<file path="config.mk">
export PLATFORM = sky130hd
export DESIGN_NAME = stk_guard
export DESIGN_NICKNAME = d
export VERILOG_FILES = /design/src/rtl/stk_guard_pkg.sv /design/src/rtl/stk_guard_ctrl.sv /design/src/rtl/stk_guard_dpath.sv /design/src/rtl/stk_guard.sv
export SDC_FILE = /design/constraint.sdc
export NUM_CORES = 1
export LEC_CHECK = 0
export ABC_AREA = 1
export BUFFER_PORTS_ARGS = -buffer_cell sky130_fd_sc_hd__buf_4
export CAP_MARGIN = 10
export CORE_MARGIN = 4
export CORE_UTILIZATION = 40
export DETAILED_ROUTE_END_ITERATION = 8
export GPL_TIMING_DRIVEN = 0
export PLACE_DENSITY = 0.72
export SLEW_MARGIN = 20
export SYNTH_ARGS = -nofsm -noshare
export SYNTH_HDL_FRONTEND = slang
export SYNTH_SLANG_ARGS = --single-unit
</file>
<file path="constraint.sdc">
create_clock -name clk -period 2.1 [get_ports clk]
set_input_delay 0.21 -clock clk [delete_from_list [all_inputs] [get_ports clk]]
set_output_delay 0.21 -clock clk [all_outputs]
set_load 0.005 [all_outputs]
</file>
<file path="src/rtl/stk_guard_pkg.sv">
package stk_guard_pkg;
  typedef struct packed {
    logic load;
    logic push;
    logic pop;
    logic collide;
  } stkStrobe_t;
endpackage

</file>
<file path="src/rtl/stk_guard_ctrl.sv">
module stk_guard_ctrl
  import stk_guard_pkg::*;
(
  input  logic       clk,
  input  logic       rstN,
  input  logic       pushEn,
  input  logic       popEn,
  input  logic       spWrEn,
  input  logic       trapClr,
  input  logic       pushBelow,
  input  logic       popAbove,
  output stkStrobe_t strobe,
  output logic       ovfTrap,
  output logic       unfTrap,
  output logic       errTrap
);
  logic ovfSet, unfSet, errSet;

  always_comb begin
    strobe.load    = spWrEn;
    strobe.collide = !spWrEn && pushEn && popEn;
    strobe.push    = !spWrEn && pushEn && !popEn;
    strobe.pop     = !spWrEn && popEn && !pushEn;
    ovfSet = strobe.push && pushBelow;
    unfSet = strobe.pop && popAbove;
    errSet = strobe.collide;
  end

  always_ff @(posedge clk) begin
    if (!rstN) begin
      ovfTrap <= 1'b0;
      unfTrap <= 1'b0;
      errTrap <= 1'b0;
    end else begin
      ovfTrap <= ovfSet | (ovfTrap & ~trapClr);
      unfTrap <= unfSet | (unfTrap & ~trapClr);
      errTrap <= errSet | (errTrap & ~trapClr);
    end
  end
endmodule

</file>
<file path="src/rtl/stk_guard_dpath.sv">
module stk_guard_dpath
  import stk_guard_pkg::*;
#(
  parameter int ADDR_W = 16,
  parameter logic [ADDR_W-1:0] SP_INIT  = 16'hFC00,
  parameter logic [ADDR_W-1:0] OVF_INIT = 16'hF400,
  parameter logic [ADDR_W-1:0] UNF_INIT = 16'hFC00
) (
  input  logic              clk,
  input  logic              rstN,
  input  stkStrobe_t        strobe,
  input  logic [ADDR_W-1:0] spWrData,
  input  logic              ovfLimWrEn,
  input  logic [ADDR_W-1:0] ovfLimWrData,
  input  logic              unfLimWrEn,
  input  logic [ADDR_W-1:0] unfLimWrData,
  output logic [ADDR_W-1:0] sp,
  output logic              pushBelow,
  output logic              popAbove
);
  localparam logic [ADDR_W-1:0] WORD_STEP = ADDR_W'(2);
  localparam logic [ADDR_W-1:0] ALIGN_MASK = ~ADDR_W'(1);

  logic [ADDR_W-1:0] ovfLim, unfLim, spDown, spUp;

  assign spDown    = sp - WORD_STEP;
  assign spUp      = sp + WORD_STEP;
  assign pushBelow = spDown < ovfLim;
  assign popAbove  = spUp > unfLim;

  always_ff @(posedge clk) begin
    if (!rstN) begin
      sp <= SP_INIT & ALIGN_MASK;
    end else if (strobe.load) begin
      sp <= spWrData & ALIGN_MASK;
    end else if (strobe.push) begin
      sp <= spDown;
    end else if (strobe.pop) begin
      sp <= spUp;
    end
  end

  always_ff @(posedge clk) begin
    if (!rstN) begin
      ovfLim <= OVF_INIT & ALIGN_MASK;
      unfLim <= UNF_INIT & ALIGN_MASK;
    end else begin
      if (ovfLimWrEn) ovfLim <= ovfLimWrData & ALIGN_MASK;
      if (unfLimWrEn) unfLim <= unfLimWrData & ALIGN_MASK;
    end
  end
endmodule

</file>
<file path="src/rtl/stk_guard.sv">
module stk_guard
  import stk_guard_pkg::*;
#(
  parameter int ADDR_W = 16,
  parameter int STACK_BYTES = 2048,
  parameter logic [ADDR_W-1:0] SP_RESET = 16'hFC00
) (
  input  logic              clk,
  input  logic              rstN,
  input  logic              pushEn,
  input  logic              popEn,
  input  logic              spWrEn,
  input  logic [ADDR_W-1:0] spWrData,
  input  logic              ovfLimWrEn,
  input  logic [ADDR_W-1:0] ovfLimWrData,
  input  logic              unfLimWrEn,
  input  logic [ADDR_W-1:0] unfLimWrData,
  input  logic              trapClr,
  output logic [ADDR_W-1:0] sp,
  output logic              ovfTrap,
  output logic              unfTrap,
  output logic              errTrap
);
  localparam logic [ADDR_W-1:0] OVF_RESET = SP_RESET - ADDR_W'(STACK_BYTES);

  stkStrobe_t strobe;
  logic pushBelow, popAbove;

  stk_guard_ctrl u_ctrl (
    .clk(clk), .rstN(rstN), .pushEn(pushEn), .popEn(popEn),
    .spWrEn(spWrEn), .trapClr(trapClr), .pushBelow(pushBelow),
    .popAbove(popAbove), .strobe(strobe), .ovfTrap(ovfTrap),
    .unfTrap(unfTrap), .errTrap(errTrap)
  );

  stk_guard_dpath #(
    .ADDR_W(ADDR_W), .SP_INIT(SP_RESET), .OVF_INIT(OVF_RESET),
    .UNF_INIT(SP_RESET)
  ) u_dpath (
    .clk(clk), .rstN(rstN), .strobe(strobe), .spWrData(spWrData),
    .ovfLimWrEn(ovfLimWrEn), .ovfLimWrData(ovfLimWrData),
    .unfLimWrEn(unfLimWrEn), .unfLimWrData(unfLimWrData),
    .sp(sp), .pushBelow(pushBelow), .popAbove(popAbove)
  );
endmodule

</file>
==> flow_metrics.tcl, run 1 <==
set metrics [dict create \
    status "complete, but fails checks" \
    failing_checks "setup timing" \
    number_of_buffers_inserted_during_clock_tree_synthesis 5 \
    drv_cap 0 \
    critical_path_class "reg2reg" \
    count_of_mapped_cells_out_of_synthesis 547 \
    clkPwrFrac 0.218 \
    cellPowerDensity_mw_per_mm2 566 \
    rsz0062_at_grt "yes" \
    dp_cell_count 722 \
    synth.yosys.seq_area_share 0.274 \
    cts_tree "done" \
    floorplan.die.height_um 102 \
    reg2regPathDepth 16 \
    clock_path_buffers 2 \
    slowest_delay_ns 0.38 \
    hold_viol_final 0 \
    htree_num_levels 2 \
    slew_headroom 0.592 \
    first_global_vias 3612 \
    finalWorstPathRequiredPeriod_ns 2.12 \
    drt.antenna.violating_nets 0 \
    postRouteWirelength_um 10900 \
    finalSetupViolCount 2 \
    clkLatencyLatePin_ns 0.31 \
    timing.hold.worst.start "ovfLimWrData[10]" \
    grt_usage 0.212 \
    timing.hold.worst.class "in2reg" \
    insertedDiodeCount 0 \
    floorplan.rows 33 \
    holdWs_ns 0.103 \
    most-common-layout-cells "nand2_1, buf_4, inv_1, a21oi_1, o21ai_0" \
    comb_power_share 0.400 \
    rr_startpoint "u_dpath.sp[1]" \
    timing.critical_path.from_type "flop" \
    critical_path_required_ns 2.28 \
    numClockSinks 48 \
    hold_end "u_dpath.ovfLim[10]" \
    yosys.cell_types.count 35 \
    switchingPower_w 0.000994 \
    first_iter_violations 213 \
    worstMarginPinSlew_ns 0.613 \
    layout.cells.most_common "nand2_1" \
    worst_slack_placed_ns -0.500 \
    post-dp-hpwl_um 8350 \
    globalRouteOverflowTotal 0 \
    cts_clock_pin_slew_for_the_worst_setup_and_hold_paths_ns 0.09 \
    area.growth.synth_to_final_pct 36.8 \
    maximum_number_of_pins_on_one_net_before_global_route_repair 15 \
    stdcell_count 748 \
    count_of_port_buffers_added_during_placement 70 \
    ys_ff_latch 48 \
    finClkSkew_ns 0.00936 \
    worst_slack_ns -0.0209 \
    remaining_drc_errors 0 \
    start_util 0.418 \
    regToRegEndpoint "u_ctrl.ovfTrap" \
    root_buffer "clkbuf_8" \
    antenna_found_initial 0 \
    worst-endpoint-arrival_ns 2.30 \
    cpMaxStageDelayCell "dfxtp_4" \
    drt_pre_antenna_iters 6 \
    postSynth.asyncResetShare 0 \
    drive_gt1_frac 0.306 \
    intPower_w 0.00172 \
    post_synth_instance_area_mm2 0.00351 \
    syn_area_per_cell_um2 6.41 \
    cp_max_fanout 5 \
    detail_route.vias_per_cell 5.11 \
    synth-edff-count 0 \
    slew_violations 0 \
    endpoint_kind "flop" \
    gpl.final_weighted_congestion 0.936 \
    grt_first_pass_wirelength_um 17300 \
    r2r_setup_slack_ns -0.02 \
    synth.yosys.warnings 0 \
    cp-startpoint "u_dpath.sp[1]" \
    synth_ff_type "dfxtp_1" \
    sw_frac_of_total 0.366 \
    total_leakage_power_nw 2.43 \
    coreArea_mm2 0.00838 \
    die_area_mm2 0.0103 \
    synth_nets 634 \
    io_pins 75 \
    finalNetCount 729 \
    fmax_mhz 471 \
    p_seq_frac 0.383 \
    post-route-period-util 1.01 \
    dieWidth_um 102 \
    vdd_ir_drop_max_uv 328 \
    timing.critical_path.cells "buf_8 > inv_6 > ha_4 > nand2_4 > nor2_4 > nand3_2 > nand2_1 > nand2_2 > ha_4 > nand2_2 > inv_2 > nand3_2 > nor3_2 > nand2_1 > nand3_1 > a21oi_1" \
    routedWlPerCell_um 14.6 \
    vias_after_detailed_routing 3826 \
    whs_path_depth 3 \
]
[worst max-delay path by stage]
stage	slack, ns	end	depth (start not counted)
after floorplan	0.04	u_ctrl.ovfTrap	16
after global placement	-0.44	u_ctrl.unfTrap	14
after detailed placement	-0.50	u_ctrl.unfTrap	14
after CTS	-0.001	u_ctrl.ovfTrap	16
after global routing	-0.23	u_ctrl.unfTrap	14
final	-0.02	u_ctrl.ovfTrap	16
[worst max-delay path: cells and delay by family, from the launching register on]
kind,cells,cell delay (ns)
AND/OR/NAND/NOR,10,0.90
flip-flops,1,0.38
AO/OA/AOI/OAI,1,0.06
buffers and inverters,3,0.23
adder cells (fa/ha/maj),2,0.43
[synth_stat cells (2+ instances only)]
| cell type | instances | share of area |
|---|---|---|
| nor2_1 | 48 | 0.051 |
| a21oi_1 | 52 | 0.074 |
| clkbuf_1 | 7 | 0.0075 |
| buf_6 | 3 | 0.0096 |
| nand3_1 | 44 | 0.063 |
| dfxtp_1 | 48 | 0.27 |
| and2_1 | 5 | 0.0089 |
| buf_2 | 5 | 0.0071 |
| a21o_1 | 2 | 0.0043 |
| or2_2 | 4 | 0.0071 |
| inv_2 | 3 | 0.0032 |
| ha_1 | 31 | 0.11 |
| nand2_1 | 128 | 0.14 |
| inv_1 | 79 | 0.085 |
| buf_4 | 4 | 0.0086 |
| nor2_2 | 2 | 0.0036 |
| o21ai_1 | 4 | 0.0057 |
| nand3_4 | 2 | 0.010 |
| o21ai_0 | 49 | 0.070 |
| nand2_2 | 2 | 0.0036 |
| o211ai_1 | 2 | 0.0043 |
| nor3_1 | 3 | 0.0043 |
| nand4_1 | 8 | 0.014 |
[power by group through the flow]
| stage | registers [W] | logic (W) | clock network [W] |
|---|---|---|---|
| 2_1_floorplan | 0.00104 | 0.000583 | 0 |
| 3_3_place_gp | 0.00105 | 0.000848 | 0 |
| 3_5_place_dp | 0.00105 | 0.000880 | 0 |
| 4_1_cts | 0.00103 | 0.00102 | 0.000611 |
| 5_1_grt | 0.00105 | 0.00123 | 0.000643 |
| 6_report | 0.00104 | 0.00109 | 0.000592 |
[kinds of logic after synthesis]
kind of cell / synth area share
buffers and inverters: 0.125
AO/OA/AOI/OAI: 0.163
adder cells (fa/ha/maj): 0.111
XOR/XNOR: 0.00963
other: 0.00107
flip-flops: 0.274
AND/OR/NAND/NOR: 0.316
[layout make-up]
cell class / count / area, µm²
plain buffers: 20 / 153
clock inverters: 2 / 10.0
well taps: 105 / 131
repair buffers: 88 / 672
inverters: 83 / 322
fillers: 823 / 3580
multi-input cells: 396 / 2450
flip-flops and latches: 48 / 982
clock buffers: 6 / 82.6
[per-stage QoR]
step                power, W  cell area [µm²]   TNS (ns)  utilization
floorplan            0.00162             3510          0            -
global placement     0.00189             4170     -0.685        0.497
detailed placement   0.00193             4170     -0.833        0.497
CTS                  0.00267             4640  -0.000981        0.554
global route         0.00292             4800     -0.372        0.572
finish               0.00272             4800    -0.0386        0.572
[sequential cells by signal, summed over array words and instances, names as in the netlist]
signal,flops
u_dpath.ovfLim,15
u_dpath.sp,15
u_dpath.unfLim,15
u_ctrl.errTrap,1
u_ctrl.ovfTrap,1
u_ctrl.unfTrap,1
[layer usage]
metal | vias up | part of all wire | track usage
met5 | - | 0 | 0
met4 | 0 | 0.0098 | 0.0491
met3 | 12 | 0.065 | 0.0344
met2 | 121 | 0.48 | 0.366
met1 | 1739 | 0.44 | 0.277
li1 | 1954 | - | -
[timing repair]
| item | 4_1_cts | 5_1_grt |
|---|---|---|
| cloned | 1 | 0 |
| gates resized for setup | 82 | 30 |
| hold buffers | 0 | 0 |
| pin swaps | 23 | 24 |
| endpoints found under the setup margin | 2 | 2 |
| buffers inserted | 10 | 8 |
Note: power is estimated with default switching activity, not from simulation.
==> run 2: changes to the inputs <==
- CELL_PAD_IN_SITES_DETAIL_PLACEMENT: not set -> 1
- CELL_PAD_IN_SITES_GLOBAL_PLACEMENT: not set -> 1
- CORE_UTILIZATION: 40 -> 35
- PLACE_DENSITY: 0.72 -> 0.86
==> flow_metrics.tcl, run 2 (synthesis gave the netlist of run 1 again) <==
set metrics [dict create \
    totalPowerFinal_w 0.00288 \
    post-route-period-util 1.08 \
    antenna_found_initial 0 \
    count_of_port_buffers_added_during_placement 70 \
    start_util 0.359 \
    post_layout_utilization_of_the_core 0.501 \
    drv_cap 0 \
    drt_pre_antenna_iters 4 \
    critPathBufInv 4 \
    endpoint_kind "flop" \
    fin_setup_tns_ns -0.275 \
    cp_max_fanout 7 \
    coreArea_mm2 0.00977 \
    fmax_mhz 443 \
    first_global_vias 4216 \
    finClkSkew_ns 0.00877 \
    finalWorstPathRequiredPeriod_ns 2.26 \
    cpMaxStageDelayCell "dfxtp_4" \
    routedWlPerCell_um 18.3 \
    cellPowerDensity_mw_per_mm2 589 \
    post-dp-hpwl_um 9990 \
    finalNetCount 725 \
    hold_viol_final 0 \
    vias_after_detailed_routing 4067 \
    cpMostUsedCell "nand2_1" \
    floorplan.die.height_um 108 \
    worst_slack_placed_ns -0.539 \
    maximum_number_of_pins_on_one_net_before_global_route_repair 16 \
    first_iter_violations 159 \
    grt_usage 0.237 \
    remaining_drc_errors 0 \
    number_of_buffers_inserted_during_clock_tree_synthesis 5 \
    finalSetupViolCount 2 \
    fill_count 1293 \
    most-common-layout-cells "nand2_1, buf_4, inv_1, a21oi_1, o21ai_0" \
    gpl.final_weighted_congestion 0.908 \
    die_area_mm2 0.0117 \
    insertedDiodeCount 0 \
    holdWs_ns 0.104 \
    worst-endpoint-arrival_ns 2.45 \
    critical_path_cell_count 15 \
    total_leakage_power_nw 2.39 \
    htree_num_levels 2 \
    slew_violations 0 \
    globalRouteOverflowTotal 0 \
    vdd_ir_drop_max_uv 260 \
    reg.largest.list "u_dpath.ovfLim: 15 flops, u_dpath.sp: 15 flops, u_dpath.unfLim: 15 flops" \
    clkLatencyLatePin_ns 0.32 \
    root_buffer "clkbuf_8" \
    critical_path_class "reg2reg" \
    whs_path_depth 3 \
    floorplan.rows 36 \
    layout.cells.most_common "nand2_1" \
    holdBufCountCts 0 \
    clock_path_buffers 2 \
    postRouteWirelength_um 14100 \
    status "complete, but fails checks" \
    dieWidth_um 108 \
    timing.hold.worst.class "in2reg" \
    detail_route.vias_per_cell 5.27 \
    numClockSinks 48 \
    drt.antenna.violating_nets 0 \
    critical_path_required_ns 2.29 \
    cts_tree "done" \
    slowest_delay_ns 0.41 \
    reg2regPathDepth 15 \
    timing.critical_path.from_type "flop" \
    worst_slack_ns -0.160 \
    worstMarginPinSlew_ns 0.556 \
    failing_checks "setup timing" \
    cts_clock_pin_slew_for_the_worst_setup_and_hold_paths_ns 0.11 \
    critical_path.top_delay_family "simple AND/OR/NAND/NOR gates" \
    io_pins 75 \
    timing.critical_path.cells "buf_8 > buf_4 > nand3_1 > inv_1 > nand2_1 > nand2_1 > inv_1 > ha_1 > nand2_1 > nor2_2 > nand4_1 > nor2_1 > nor2_1 > nand2_2 > a21oi_2" \
    area.growth.synth_to_final_pct 39.6 \
    slew_headroom 0.629 \
    drive_gt1_frac 0.329 \
    grt_first_pass_wirelength_um 21500 \
    rsz0062_at_grt "yes" \
]
-- run 2: metrics by stage --
stage,instance area [µm²],std cells
detailed placement,4200,750
global placement,4200,750
floorplan,3510,547
global route,4890,772
finish,4890,772
CTS,4680,765
-- run 2: where the power goes --
group / internal (W) / leakage [nW] / switching, W
Combinational: 0.000499 / 1.94 / 0.000705
Clock: 0.000268 / 0.0434 / 0.000370
Sequential: 0.000983 / 0.402 / 0.0000589
-- run 2: area by class of cell --
cell class | instances | area, µm² | area share
multi-input cells | 396 | 2530 | 0.518
flip-flops and latches | 48 | 982 | 0.201
repair buffers | 83 | 627 | 0.128
inverters | 83 | 322 | 0.0657
plain buffers | 21 | 166 | 0.0340
well taps | 133 | 166 | 0.0340
clock buffers | 6 | 82.6 | 0.0169
clock inverters | 2 | 15.0 | 0.00307
-- run 2: path summary, 6_finish.rpt --
check | endpoint | start | slack [ns]
worst min-delay path | u_dpath.ovfLim[12] | ovfLimWrData[12] | 0.10
worst max register to register | u_ctrl.unfTrap | u_dpath.sp[1] | -0.16
worst min register to register | u_ctrl.unfTrap | u_ctrl.unfTrap | 0.47
worst max-delay path | u_ctrl.unfTrap | u_dpath.sp[1] | -0.16
-- run 2: metal layers --
metal	GRT usage	wire length [µm]	up-vias
li1	-	-	1944
met5	0	0	-
met2	0.416	7210	119
met3	0.0364	743	37
met1	0.290	5720	1967
met4	0.0929	431	0
-- run 2: timing repair --
action | 4_1_cts | 5_1_grt
gates cloned | 1 | 0
setup buffers | 6 | 7
setup endpoints to repair | 2 | 2
resized for setup | 87 | 41
pin swaps | 31 | 26
endpoints found under the hold margin | 0 | 0
-- run 2: tightest hold or removal path, cell delays in order --
cell     delay (ns)
buf_4          0.08
a21oi_1        0.05
o21ai_0        0.06
==> run 3: changes to the inputs <==
- ABC_AREA: 1 -> 0
- CORE_UTILIZATION: 35 -> 36
- PLACE_DENSITY: 0.86 -> 0.84
==> flow_metrics.tcl, run 3 <==
set metrics [dict create \
    status "complete, but fails checks" \
    failing_checks "setup timing" \
    drive_gt1_frac 0.288 \
    fmax_mhz 350 \
    postSynth.asyncResetShare 0 \
    switchingPower_w 0.000876 \
    number_of_buffers_inserted_during_clock_tree_synthesis 5 \
    r2r_setup_slack_ns -0.76 \
    critical_path_required_ns 2.34 \
    root_buffer "clkbuf_8" \
    yosys.cell_types.count 57 \
    reg.largest.list "u_dpath.ovfLim: 15 flops, u_dpath.sp: 15 flops, u_dpath.unfLim: 15 flops" \
    timing.critical_path.from_type "flop" \
    drt.antenna.violating_nets 0 \
    cp_max_fanout 5 \
    slew_violations 0 \
    synth-edff-count 0 \
    die_area_mm2 0.0112 \
    netlist.area_leader.share 0.280 \
    endpoint_kind "flop" \
    floorplan.rows 35 \
    vias_after_detailed_routing 3488 \
    synth.most_common_cell "dfxtp_1" \
    gpl.final_weighted_congestion 0.870 \
    maximum_number_of_pins_on_one_net_before_global_route_repair 14 \
    cts_tree "done" \
    cellPowerDensity_mw_per_mm2 563 \
    synth.yosys.seq_area_share 0.280 \
    floorplan.die.height_um 106 \
    fin_setup_tns_ns -1.61 \
    multi_input_area_mm2 0.00235 \
    insertedDiodeCount 0 \
    totalPowerFinal_w 0.00257 \
    netlist_top_cells_area "dfxtp_1, ha_1, mux2i_1" \
    hold_viol_final 0 \
    count_of_port_buffers_added_during_placement 70 \
    stdcell_count 640 \
    critical_path_class "reg2reg" \
    syn_area_per_cell_um2 8.15 \
    area.growth.synth_to_final_pct 32.8 \
    routedWlPerCell_um 18.0 \
    ys_ff_latch 48 \
    slew_headroom 0.487 \
    finalWorstPathRequiredPeriod_ns 2.86 \
    sw_frac_of_total 0.341 \
    layout.area.seq_um2 980 \
    dp_cell_count 620 \
    htree_num_levels 2 \
    drv_cap 0 \
    fill_count 1157 \
    first_iter_violations 170 \
    clock_path_buffers 2 \
    total_leakage_power_nw 2.04 \
    detail_route.vias_per_cell 5.45 \
    comb_power_share 0.363 \
    antenna_found_initial 0 \
    vdd_ir_drop_max_uv 291 \
    finClkSkew_ns 0.0106 \
    clkPwrFrac 0.230 \
    most-common-layout-cells "buf_4, dfxtp_1, inv_1, nand2_1, ha_1" \
    worstMarginPinSlew_ns 0.770 \
    synth.yosys.warnings 0 \
    synth_area_leader_cell "dfxtp_1" \
    layout.cells.most_common "buf_4" \
    cts_clock_pin_slew_for_the_worst_setup_and_hold_paths_ns 0.09 \
    finalNetCount 597 \
    clkLatencyLatePin_ns 0.31 \
    dieWidth_um 106 \
    post_synth_instance_area_mm2 0.00343 \
    grt_first_pass_wirelength_um 18700 \
    remaining_drc_errors 0 \
    first_global_vias 3647 \
    intPower_w 0.00169 \
    count_of_mapped_cells_out_of_synthesis 421 \
    p_seq_frac 0.407 \
    finalSetupViolCount 5 \
    timing.hold.worst.class "in2reg" \
    worst_slack_ns -0.756 \
    post-route-period-util 1.36 \
    numClockSinks 48 \
    start_util 0.371 \
    synth_nets 508 \
    globalRouteOverflowTotal 0 \
    post-dp-hpwl_um 8760 \
    postRouteWirelength_um 11500 \
    worst-endpoint-arrival_ns 3.09 \
    grt_usage 0.209 \
    holdBufCountCts 0 \
    coreArea_mm2 0.00924 \
    synth.cells.most_frequent "dfxtp_1, inv_1, nand2_1" \
    io_pins 75 \
    drt_pre_antenna_iters 4 \
    synth_ff_type "dfxtp_1" \
    rsz0062_at_grt "yes" \
]
## run 3: power groups by stage
stage	clock, W	sequential [W]	combinational (W)
2_1_floorplan	0	0.00103	0.000562
3_3_place_gp	0	0.00104	0.000823
3_5_place_dp	0	0.00104	0.000863
4_1_cts	0.000615	0.00104	0.000917
5_1_grt	0.000662	0.00106	0.00102
6_report	0.000591	0.00105	0.000931
## run 3: worst paths after layout
check,start,end,cells after the start
max,u_dpath.sp[1],u_ctrl.ovfTrap,12
min,unfLimWrData[15],u_dpath.unfLim[15],3
max reg2reg,u_dpath.sp[1],u_ctrl.ovfTrap,12
min reg2reg,u_dpath.unfLim[14],u_dpath.unfLim[14],2
## run 3: metrics by stage
step	hold slack, ns	area, µm²	util	setup slack [ns]
after floorplan	0.336	3500	-	-0.646
after global placement	0.426	4190	0.454	-1.02
after detailed placement	0.438	4190	0.454	-1.07
after CTS	0.114	4540	0.491	-0.788
after global routing	0.118	4560	0.493	-0.900
final	0.115	4560	0.493	-0.756
## run 3: final cells by class
cell class | count | share of cell area
multi-input combinational | 304 | 0.515
inverter | 38 | 0.0324
clock buffer | 8 | 0.0198
timing repair buffer | 89 | 0.147
sequential | 48 | 0.215
buffer | 24 | 0.0360
tap | 129 | 0.0354
## run 3: per-layer routing
layer / GRT usage / up-vias / share of wire
li1: - / 1667 / -
met4: 0.0426 / 0 / 0.015
met3: 0.0312 / 16 / 0.045
met5: 0 / - / 0
met1: 0.260 / 1700 / 0.44
met2: 0.381 / 105 / 0.50
## run 3: repair_timing
| item | 4_1_cts | 5_1_grt |
|---|---|---|
| pin swaps | 18 | 5 |
| gates resized for setup | 36 | 4 |
| buffers inserted | 17 | 3 |
| setup endpoints to repair | 8 | 8 |
## run 3: kinds of logic (layout without fill, tap and decap cells)
| kind of cell | Yosys count | count (layout) | synth area share |
|---|---|---|---|
| AOI/OAI and AO/OA | 89 | 89 | 0.178 |
| xor gates and xnor gates | 24 | 24 | 0.0612 |
| adders and majority gates | 31 | 31 | 0.113 |
| buffers and inverters | 69 | 159 | 0.0838 |
| DFF | 48 | 48 | 0.280 |
| muxes | 21 | 21 | 0.0649 |
| other | 1 | 1 | 0.00109 |
| and+or+nand+nor | 138 | 138 | 0.218 |
## run 3: worst max-delay path, cell delays in order, from the launching register on
cell	delay [ns]
dfxtp_4	0.35
buf_6	0.12
inv_4	0.05
ha_4	0.12
or4b_4	0.52
nor4b_4	0.25
xor2_1	0.24
ha_1	0.28
and3_4	0.15
a22o_1	0.23
o31ai_2	0.19
o211ai_1	0.13
a21oi_1	0.16
